==> src/rtl/er_pkg.sv <==
package er_pkg;
    typedef enum logic [1:0] {
        ST_IDLE  = 2'd0,
        ST_WALK  = 2'd1,
        ST_DRAIN = 2'd2,
        ST_DONE  = 2'd3
    } er_state_e;
endpackage

==> src/rtl/er_age_cmp.sv <==
// Circular age comparison: ages are measured forward from the ROB head.
module er_age_cmp #(
    parameter int IDX_W = 4
) (
    input  logic [IDX_W-1:0] head,
    input  logic [IDX_W-1:0] a,
    input  logic [IDX_W-1:0] b,
    output logic             a_younger
);
    logic [IDX_W-1:0] age_a;
    logic [IDX_W-1:0] age_b;

    assign age_a     = a - head;
    assign age_b     = b - head;
    assign a_younger = age_a > age_b;
endmodule

==> src/rtl/er_src_sel.sv <==
// Picks the restore source: trailer file once the trailer has passed the writer.
module er_src_sel #(
    parameter int INUM_W = 16,
    parameter int DATA_W = 32
) (
    input  logic [INUM_W-1:0] wr_inum,
    input  logic [INUM_W-1:0] trl_done,
    input  logic [DATA_W-1:0] vq_data,
    input  logic [DATA_W-1:0] trl_data,
    output logic              from_trl,
    output logic [DATA_W-1:0] data
);
    logic [INUM_W-1:0] diff;

    assign diff     = trl_done - wr_inum;
    assign from_trl = ~diff[INUM_W-1];
    assign data     = from_trl ? trl_data : vq_data;
endmodule

==> src/rtl/er_lat_timer.sv <==
// Counts the extra recovery penalty while run is held.
module er_lat_timer #(
    parameter int LAT = 5
) (
    input  logic clk,
    input  logic rst_n,
    input  logic run,
    output logic expired
);
    localparam int CW = (LAT > 1) ? $clog2(LAT) : 1;
    localparam logic [CW-1:0] LAST = CW'((LAT > 0) ? LAT - 1 : 0);

    logic [CW-1:0] cnt_q;

    always_ff @(posedge clk or negedge rst_n) begin
        if (!rst_n)   cnt_q <= '0;
        else if (run) cnt_q <= cnt_q + 1'b1;
        else          cnt_q <= '0;
    end

    assign expired = run && (cnt_q == LAST);
endmodule

==> src/rtl/eager_restore_ctrl.sv <==
module eager_restore_ctrl
    import er_pkg::*;
#(
    parameter int ROB_DEPTH = 16,   // power of two
    parameter int PHYS_REGS = 64,
    parameter int LOG_REGS  = 32,
    parameter int VQ_DEPTH  = 64,
    parameter int DATA_W    = 32,
    parameter int INUM_W    = 16,
    parameter int EXTRA_LAT = 5,
    localparam int RI_W = $clog2(ROB_DEPTH),
    localparam int PR_W = $clog2(PHYS_REGS),
    localparam int LR_W = $clog2(LOG_REGS),
    localparam int VQ_W = $clog2(VQ_DEPTH)
) (
    input  logic              clk,
    input  logic              rst_n,
    input  logic              sq_valid,
    input  logic [RI_W-1:0]   sq_oldest,
    input  logic [RI_W-1:0]   sq_youngest,
    input  logic [RI_W-1:0]   rob_head,
    output logic [RI_W-1:0]   rob_rd_idx,
    input  logic              rob_rel,
    input  logic [INUM_W-1:0] rob_inum,
    input  logic [LR_W-1:0]   rob_lreg,
    input  logic [PR_W-1:0]   rob_preg,
    input  logic [VQ_W-1:0]   rob_vq_slot,
    input  logic [INUM_W-1:0] trl_done_inum,
    output logic [VQ_W-1:0]   vq_raddr,
    input  logic [DATA_W-1:0] vq_rdata,
    output logic [LR_W-1:0]   trl_raddr,
    input  logic [DATA_W-1:0] trl_rdata,
    output logic              lrf_we,
    output logic [PR_W-1:0]   lrf_waddr,
    output logic [DATA_W-1:0] lrf_wdata,
    output logic              realloc_valid,
    output logic [PR_W-1:0]   realloc_preg,
    output logic              busy,
    output logic              resume
);
    localparam bit HAS_DRAIN = (EXTRA_LAT > 0);

    er_state_e       state_q, state_d;
    logic [RI_W-1:0] cur_q, cur_d;
    logic [RI_W-1:0] stop_q, stop_d;
    logic [RI_W-1:0] head_q, head_d;

    logic            young_wins;    // new youngest is younger than the cursor
    logic            old_wins;      // old stop is younger than the new oldest
    logic            drain_expired;
    logic            from_trl;
    logic [DATA_W-1:0] sel_data;

    er_age_cmp #(.IDX_W(RI_W)) u_young (
        .head(head_q), .a(sq_youngest), .b(cur_q), .a_younger(young_wins)
    );

    er_age_cmp #(.IDX_W(RI_W)) u_old (
        .head(head_q), .a(stop_q), .b(sq_oldest), .a_younger(old_wins)
    );

    er_src_sel #(.INUM_W(INUM_W), .DATA_W(DATA_W)) u_src (
        .wr_inum(rob_inum), .trl_done(trl_done_inum),
        .vq_data(vq_rdata), .trl_data(trl_rdata),
        .from_trl(from_trl), .data(sel_data)
    );

    er_lat_timer #(.LAT(EXTRA_LAT)) u_lat (
        .clk(clk), .rst_n(rst_n), .run(state_q == ST_DRAIN),
        .expired(drain_expired)
    );

    // State register
    always_ff @(posedge clk or negedge rst_n) begin
        if (!rst_n) begin
            state_q <= ST_IDLE;
            cur_q   <= '0;
            stop_q  <= '0;
            head_q  <= '0;
        end else begin
            state_q <= state_d;
            cur_q   <= cur_d;
            stop_q  <= stop_d;
            head_q  <= head_d;
        end
    end

    // Next state
    always_comb begin
        state_d = state_q;
        cur_d   = cur_q;
        stop_d  = stop_q;
        head_d  = head_q;
        unique case (state_q)
            ST_IDLE, ST_DONE: begin
                if (sq_valid) begin
                    state_d = ST_WALK;
                    cur_d   = sq_youngest;
                    stop_d  = sq_oldest;
                    head_d  = rob_head;
                end else begin
                    state_d = ST_IDLE;
                end
            end
            ST_WALK: begin
                if (sq_valid) begin
                    cur_d  = young_wins ? sq_youngest : cur_q;
                    stop_d = old_wins ? sq_oldest : stop_q;
                end else if (cur_q == stop_q) begin
                    state_d = HAS_DRAIN ? ST_DRAIN : ST_DONE;
                end else begin
                    cur_d = RI_W'(cur_q - 1'b1);
                end
            end
            ST_DRAIN: begin
                if (sq_valid) begin
                    state_d = ST_WALK;
                    cur_d   = sq_youngest;
                    stop_d  = old_wins ? sq_oldest : stop_q;
                end else if (drain_expired) begin
                    state_d = ST_DONE;
                end
            end
            default: state_d = ST_IDLE;
        endcase
    end

    // Outputs
    always_comb begin
        rob_rd_idx    = cur_q;
        vq_raddr      = rob_vq_slot;
        trl_raddr     = rob_lreg;
        lrf_we        = (state_q == ST_WALK) && rob_rel;
        lrf_waddr     = rob_preg;
        lrf_wdata     = sel_data;
        realloc_valid = (state_q == ST_WALK) && rob_rel;
        realloc_preg  = rob_preg;
        busy          = (state_q == ST_WALK) || (state_q == ST_DRAIN);
        resume        = (state_q == ST_DONE);
    end
endmodule

==> config.mk <==
export PLATFORM = sky130hd
export DESIGN_NAME = eager_restore_ctrl
export DESIGN_NICKNAME = d
export VERILOG_FILES = /design/src/rtl/er_pkg.sv /design/src/rtl/er_age_cmp.sv /design/src/rtl/er_src_sel.sv /design/src/rtl/er_lat_timer.sv /design/src/rtl/eager_restore_ctrl.sv
export SDC_FILE = /design/constraint.sdc
export NUM_CORES = 1
export LEC_CHECK = 0
export BUFFER_PORTS_ARGS = -buffer_cell sky130_fd_sc_hd__buf_4
export CAP_MARGIN = 25
export CORE_ASPECT_RATIO = 2
export CORE_MARGIN = 5
export CORE_UTILIZATION = 43
export DETAILED_ROUTE_END_ITERATION = 12
export PLACE_DENSITY = 0.9
export SYNTH_ARGS = -nofsm -noshare
export SYNTH_HDL_FRONTEND = slang
export SYNTH_SLANG_ARGS = --single-unit
==> constraint.sdc <==
create_clock -name clk -period 4.8 [get_ports clk]
set_input_delay 0.96 -clock clk [delete_from_list [all_inputs] [get_ports clk]]
set_output_delay 0.96 -clock clk [all_outputs]
set_load 0.02 [all_outputs]
==> impl_metrics.py, run 1 <==
metrics = {
    "clock_network": {
        "post_cts_buffers": 0,
        "htreeDepth": 1,
        "cts_buffers": 3,
        "cts_num_sinks": 17,
        "cts_buffer_depth": 2,
        "clk_latency_ns": 0.26,
        "hold_buffers": 0,
        "clockRootBuffer": "clkbuf_16",
        "clk_pin_slew_ns": 0.05,
        "cts_tree": "built",
        "ctsResizeCount": 0,
    },
    "global_routing": {
        "antenna_found_initial": 0,
        "grt_pass1_wl_um": 13300,
        "gr-usage-all-layers_pct": 21.7,
        "grt-ovfl-total": 0,
        "grt_start_max_net_pins": 33,
        "grt_pass1_vias": 2830,
    },
    "final_layout": {
        "nets": 585,
        "fillers": 507,
        "diodes": 0,
        "layout.cells.most_common": "buf_4",
        "layout_common_cells": "buf_4, ha_1, inv_1",
        "stdcell_count": 476,
        "final_layout_size_suffix_gt1_share_pct": 47.9,
        "synthToLayoutAreaGrowth_pct": 40.9,
    },
    "floorplan": {
        "initial_core_util_pct": 44.3,
        "core-area_um2": 6010,
        "num_io_pins": 192,
        "dieArea_um2": 7960,
        "die_w_um": 65.6,
        "die_y_um": 121,
        "num_rows": 40,
    },
    "logic_synthesis": {
        "synth.avg_cell_area_um2": 9.31,
        "syn-num-nets": 457,
        "yosysSeqAreaShare_pct": 16.0,
        "ys_ff_latch": 17,
        "synth-edff-count": 0,
        "yosysUniqueCellTypes": 42,
        "ys.flop_type": "dfrtp_1",
        "syn_inst": 286,
        "yosysWarningCount": 0,
        "ys_async_sr_fraction_pct": 100,
        "netlist_area_um2": 2660,
    },
    "route": {
        "routedWlPerCell_um": 18.0,
        "vias": 2557,
        "totalWireLength_um": 8580,
        "drtPass1Iterations": 4,
        "drtIter0Drc": 131,
        "drc": 0,
        "routed_via_density": 5.37,
        "ant_nets": 0,
    },
    "place": {
        "portBuffers": 151,
        "dp_cells": 472,
        "gp_congestion": 0.936,
        "place_hpwl_um": 7570,
        "dp_slack_ns": 0.762,
    },
    "sta": {
        "max_freq_mhz": 248,
        "fin_setup_tns_ns": 0,
        "rsz0062_at_grt": "false",
        "period_share_pct": 83.9,
        "relSlewSlack_pct": 52.6,
        "fin_crit_ns": 4.03,
        "final_hold_viol_count": 0,
        "tightestPinTransition_ns": 0.708,
        "fin_ws_ns": 0.772,
        "drv_slew": 0,
        "fin_hold_ws_ns": 0.472,
        "fin_worst_skew_ns": 0.00106,
        "setup_viol": 0,
    },
    "hold_path": {
        "worstHoldStart": "u_lat.cnt_q[0]$_DFF_PN0_",
        "hold_path.class": "register to register",
    },
    "power": {
        "switchingPower_uw": 960,
        "p_int_uw": 1060,
        "p_leak_uw": 0.00203,
        "switching_share_pct": 47.4,
        "p_per_area_nw_per_um2": 540,
        "vdd_drop_max_uv": 280,
        "power_frac_seq_pct": 15.0,
        "pwr-share-clk_pct": 8.6,
        "combPwrFrac_pct": 76.4,
    },
    "setup_path": {
        "required_ns": 3.84,
        "arrival_ns": 3.07,
        "worstSetupStartpoint": "rob_inum[14]",
        "r2r-start": "head_q[1]$_DFFE_PN0P_",
        "critPathKind": "input port to output port",
        "worstSetupStartpointType": "input port",
        "worstPathMaxFanout": 32,
        "crit_path_end_kind": "output port",
    },
    "status": {
        "status": "completed",
    },
    "flow_run": {
        "maxCapViolCount": 0,
    },
}
[area by class of cell]
type / instances / area, um2 / share of cell area [%]
inverters: 37 / 139 / 3.70
flip-flops and latches: 17 / 425 / 11.3
clock buffers: 3 / 75.1 / 2.00
well taps: 63 / 78.8 / 2.10
clock inverters: 1 / 5.00 / 0.133
repair buffers: 152 / 1140 / 30.4
multi-input cells: 203 / 1890 / 50.3
[sequential cells by signal (all words and copies together), names as in the netlist]
name         count
head_q           4
rob_rd_idx       4
state_q          2
stop_q           4
u_lat.cnt_q      3
[kinds of logic after synthesis]
logic type,count (synthesis),share of synthesized area [%]
AOI/OAI and AO/OA,52,12.8
xor gates and xnor gates,21,7.90
adders and majority gates,42,20.9
buffers and inverters,66,13.6
DFF,17,16.0
muxes,35,19.0
and+or+nand+nor,53,9.87
[cells in the mapped netlist (all sizes together), types with 4 or more instances]
| cell | number | area (um2) |
|---|---|---|
| o21ai | 12 | 67.6 |
| nor2b | 6 | 45.0 |
| mux2 | 34 | 495 |
| a21o | 6 | 45.0 |
| fa | 4 | 80.1 |
| buf | 28 | 219 |
| nor2 | 6 | 22.5 |
| dfrtp | 17 | 425 |
| nand2 | 24 | 90.1 |
| a21oi | 21 | 120 |
| xor2 | 4 | 35.0 |
| and2 | 5 | 31.3 |
| xnor2 | 17 | 175 |
| ha | 38 | 475 |
| inv | 37 | 139 |
[final timing paths]
check,to,slack [ns],depth (start not counted)
worst max-delay path,lrf_wdata[0],0.77,11
worst min-delay path,u_lat.cnt_q[0]$_DFF_PN0_,0.47,1
worst max register to register,rob_rd_idx[0]$_DFFE_PN0P_,1.83,11
worst min register to register,u_lat.cnt_q[0]$_DFF_PN0_,0.47,1
max in group asynchronous,head_q[2]$_DFFE_PN0P_,4.05,1
min in group asynchronous,state_q[0]$_DFFE_PN0P_,0.56,1
[worst max-delay path: stages]
cell	delay (ns)
buf_4	0.08
inv_1	0.03
ha_1	0.31
a21oi_2	0.14
o21ai_0	0.08
a21oi_1	0.17
o21ai_2	0.12
xnor2_4	0.13
buf_4	0.48
mux2_1	0.38
buf_4	0.17
[power groups by stage]
stage / sequential [uW] / clock [uW] / combinational, uW
floorplan: 291 / 0 / 1150
global placement: 299 / 0 / 1470
detailed placement: 304 / 0 / 1540
CTS: 301 / 175 / 1550
global route: 313 / 184 / 1720
finish: 304 / 174 / 1550
[stage by stage]
| stage | utilization (%) | power [uW] | cell area (um2) |
|---|---|---|---|
| 5_1_grt | 62.4 | 2220 | 3750 |
| 6_report | 62.4 | 2020 | 3750 |
| 2_1_floorplan | - | 1440 | 2660 |
| 3_5_place_dp | 61.1 | 1850 | 3670 |
| 3_3_place_gp | 61.1 | 1770 | 3670 |
| 4_1_cts | 62.4 | 2030 | 3750 |
[metal layers]
metal / global-route usage, % / up-vias / wire [um]
met4: 11.9 / 0 / 525
met5: 0 / - / 0
met1: 18.3 / 1168 / 2510
met3: 7.78 / 44 / 891
met2: 41.5 / 138 / 4660
li1: - / 1207 / -
Power figures use the tool's default switching activity.
==> inputs of run 2 (changes only) <==
--- a/config.mk
+++ b/config.mk
@@ -5,13 +5,14 @@
 export SDC_FILE = /design/constraint.sdc
 export NUM_CORES = 1
 export LEC_CHECK = 0
+export ABC_AREA = 1
 export BUFFER_PORTS_ARGS = -buffer_cell sky130_fd_sc_hd__buf_4
 export CAP_MARGIN = 25
 export CORE_ASPECT_RATIO = 2
 export CORE_MARGIN = 5
 export CORE_UTILIZATION = 43
 export DETAILED_ROUTE_END_ITERATION = 12
-export PLACE_DENSITY = 0.9
+export PLACE_DENSITY = 0.89
 export SYNTH_ARGS = -nofsm -noshare
 export SYNTH_HDL_FRONTEND = slang
 export SYNTH_SLANG_ARGS = --single-unit
==> constraint.sdc (replaced) <==
create_clock -name clk -period 4.1 [get_ports clk]
set_input_delay 0.82 -clock clk [delete_from_list [all_inputs] [get_ports clk]]
set_output_delay 0.82 -clock clk [all_outputs]
set_load 0.02 [all_outputs]
==> run 2 against run 1 <==
Clock-buffer cell count unchanged; combinational power increased by 9%; core utilization decreased by 2.0 points; sequential share of layout area decreased by 0.19 points; final cell count increased by 26%; sequential cell count unchanged; area after synthesis increased by 4.5%; register-to-register slack got worse by 0.35 ns; first-iteration DRC count decreased by 6.1%.
==> impl_metrics.py, run 2 <==
metrics = {
    "logic_synthesis": {
        "ys_ff_latch": 17,
        "synthXorXnorAreaFrac_pct": 6.57,
        "yosysMostFrequentCell": "nand2_1",
        "synth.mux.area_fraction_pct": 0.810,
        "synth_top_family_by_area": "simple AND/OR/NAND/NOR gates",
        "synth_simple_gate_area_share_pct": 33.2,
        "yosysWarningCount": 0,
        "synthTopCellsByArea": "ha_1, dfrtp_1, nand2_1, nand3_1, buf_4",
        "synth_compound_area_share_pct": 6.30,
        "synth.avg_cell_area_um2": 7.06,
        "netlist_area_um2": 2780,
        "synth_fa_ha_area_share_pct": 20.0,
        "ys.flop_type": "dfrtp_1",
        "syn_inst": 394,
        "syn-num-nets": 565,
        "yosysSeqAreaShare_pct": 15.3,
        "ys_async_sr_fraction_pct": 100,
        "yosysUniqueCellTypes": 27,
        "synth_top_cells_by_count": "nand2_1, nand3_1, inv_1, ha_1, buf_4",
        "synth-edff-count": 0,
        "yosysTopAreaCellShare_pct": 17.1,
        "synth_largest_area_cell": "ha_1",
    },
    "global_routing": {
        "grt_start_max_net_pins": 33,
        "grt_pass1_vias": 3033,
        "grt-ovfl-total": 0,
        "gr-usage-all-layers_pct": 20.5,
        "antenna_found_initial": 0,
        "grt_pass1_wl_um": 13400,
    },
    "sta": {
        "rsz0062_at_grt": "false",
        "tightestPinTransition_ns": 0.612,
        "setup_viol": 0,
        "fin_crit_ns": 3.64,
        "final_hold_viol_count": 0,
        "max_freq_mhz": 275,
        "drv_slew": 0,
        "period_share_pct": 88.7,
        "fin_worst_skew_ns": 0.00325,
        "fin_setup_tns_ns": 0,
        "relSlewSlack_pct": 59.1,
    },
    "floorplan": {
        "die_w_um": 66.9,
        "num_rows": 41,
        "num_io_pins": 192,
        "die_y_um": 124,
        "initial_core_util_pct": 44.1,
        "core-area_um2": 6310,
        "dieArea_um2": 8270,
    },
    "place": {
        "place_hpwl_um": 7300,
        "gp_congestion": 0.841,
        "place_area_um2": 3730,
        "portBuffers": 151,
    },
    "route": {
        "ant_nets": 0,
        "routed_via_density": 5.06,
        "drc": 0,
        "drtPass1Iterations": 4,
        "drtIter0Drc": 123,
        "vias": 3031,
        "totalWireLength_um": 8520,
        "routedWlPerCell_um": 14.2,
    },
    "setup_path": {
        "required_ns": 3.28,
        "crit_end": "lrf_wdata[0]",
        "reg2reg_depth": 13,
        "worstSetupStartpoint": "rob_inum[14]",
        "r2r_slack_ns": 1.48,
        "r2r-end": "rob_rd_idx[1]$_DFFE_PN0P_",
        "critPathKind": "input port to output port",
        "worstPathMaxFanout": 32,
        "arrival_ns": 2.82,
        "crit_path_end_kind": "output port",
        "worstSetupStartpointType": "input port",
        "r2r-start": "rob_rd_idx[0]$_DFFE_PN0P_",
    },
    "power": {
        "switching_share_pct": 50.1,
        "p_per_area_nw_per_um2": 589,
        "switchingPower_uw": 1130,
        "vdd_drop_max_uv": 545,
        "power_frac_seq_pct": 16.2,
        "p_int_uw": 1120,
        "combPwrFrac_pct": 75.1,
        "p_leak_uw": 0.00223,
        "pwr-share-clk_pct": 8.7,
    },
    "clock_network": {
        "cts_buffers": 3,
        "cts_tree": "built",
        "post_cts_buffers": 0,
        "clk_pin_slew_ns": 0.05,
        "cts_buffer_depth": 2,
        "cts_num_sinks": 17,
        "clockRootBuffer": "clkbuf_16",
        "clk_latency_ns": 0.25,
        "hold_buffers": 0,
        "ctsResizeCount": 0,
        "htreeDepth": 1,
    },
    "final_layout": {
        "final_layout_size_suffix_gt1_share_pct": 35.5,
        "nets": 685,
        "diodes": 0,
        "fillers": 548,
        "layout.cells.most_common": "buf_4",
        "layout_common_cells": "buf_4, nand2_1, nand3_1",
        "synthToLayoutAreaGrowth_pct": 37.1,
        "stdcell_area_um2": 3810,
    },
    "hold_path": {
        "hold_path.class": "input port to async pin",
    },
    "flow_run": {
        "maxCapViolCount": 0,
    },
    "status": {
        "status": "completed",
    },
}
run 2: cell types whose count changed after synthesis, sizes merged, moves of 3 or more:
| cell | delta |
|---|---|
| a21o | -6 |
| a222oi | -3 |
| and2 | -5 |
| buf | +8 |
| inv | +14 |
| mux2 | -32 |
| nand2 | +78 |
| nand3 | +76 |
| nor2b | -6 |
| o211ai | -3 |
run 2: metal layers:
metal	GRT usage [%]	share of wire, %	up-vias
met3	6.41	12	29
met1	17.6	30	1362
li1	-	-	1490
met5	0	0	-
met4	10.8	4.7	0
met2	39.9	53	150
run 2: logic make-up (layout without fill, tap and decap cells):
logic type               Yosys count  in the layout
multiplexers                       2              2
adder cells (fa/ha/maj)           42             42
buffers and inverters             89            208
XOR/XNOR                          20             20
AND/OR/NAND/NOR                  192            192
AO/OA/AOI/OAI                     32             32
flip-flops                        17             17
run 2: power groups by stage:
stage / clock network [uW] / logic, uW / registers, uW
6_report: 195 / 1690 / 363
3_5_place_dp: 0 / 1680 / 366
3_3_place_gp: 0 / 1600 / 360
4_1_cts: 196 / 1700 / 363
5_1_grt: 206 / 1910 / 376
2_1_floorplan: 0 / 1240 / 343
run 2: worst max-delay path: stages:
cell and delay [ns]:
buf_4 0.07, inv_1 0.03, ha_1 0.31, nand2_2 0.11, inv_2 0.03, nand2_1 0.05, nand2_1 0.07, a21oi_4 0.18
nand3_2 0.52, nand3_1 0.37, nand2_1 0.07, buf_4 0.16
run 2: worst min-delay path by stage:
stage / startpoint / end / slack (ns) / depth (start not counted)
3_3_place_gp: u_lat.cnt_q[2]$_DFF_PN0_ / u_lat.cnt_q[2]$_DFF_PN0_ / 0.45 / 1
4_1_cts: rst_n / u_lat.cnt_q[1]$_DFF_PN0_ / 0.43 / 1
6_report: rst_n / state_q[1]$_DFFE_PN0P_ / 0.43 / 1
3_5_place_dp: u_lat.cnt_q[0]$_DFF_PN0_ / u_lat.cnt_q[0]$_DFF_PN0_ / 0.47 / 1
5_1_grt: rst_n / u_lat.cnt_q[2]$_DFF_PN0_ / 0.44 / 1
2_1_floorplan: u_lat.cnt_q[0]$_DFF_PN0_ / u_lat.cnt_q[0]$_DFF_PN0_ / 0.43 / 1
run 2: per-stage QoR:
step           hold WS (ns)  utilization (%)  power, uW  setup slack [ns]  cells
2_1_floorplan         0.430                -       1590              1.16    394
3_5_place_dp          0.474             59.2       2050             0.438    595
5_1_grt               0.436             60.4       2490             0.196    599
6_report              0.427             60.4       2240             0.464    599
3_3_place_gp          0.452             59.2       1960             0.485    595
4_1_cts               0.431             60.4       2260             0.451    599
run 2: cell type report:
cell class | count | area, um2 | share of cell area, %
timing repair buffer | 153 | 1150 | 30.1
clock inverter | 1 | 5.00 | 0.131
sequential | 17 | 425 | 11.2
clock buffer | 3 | 75.1 | 1.97
inverter | 51 | 191 | 5.02
multi-input combinational | 288 | 1860 | 48.8
tap | 86 | 108 | 2.82
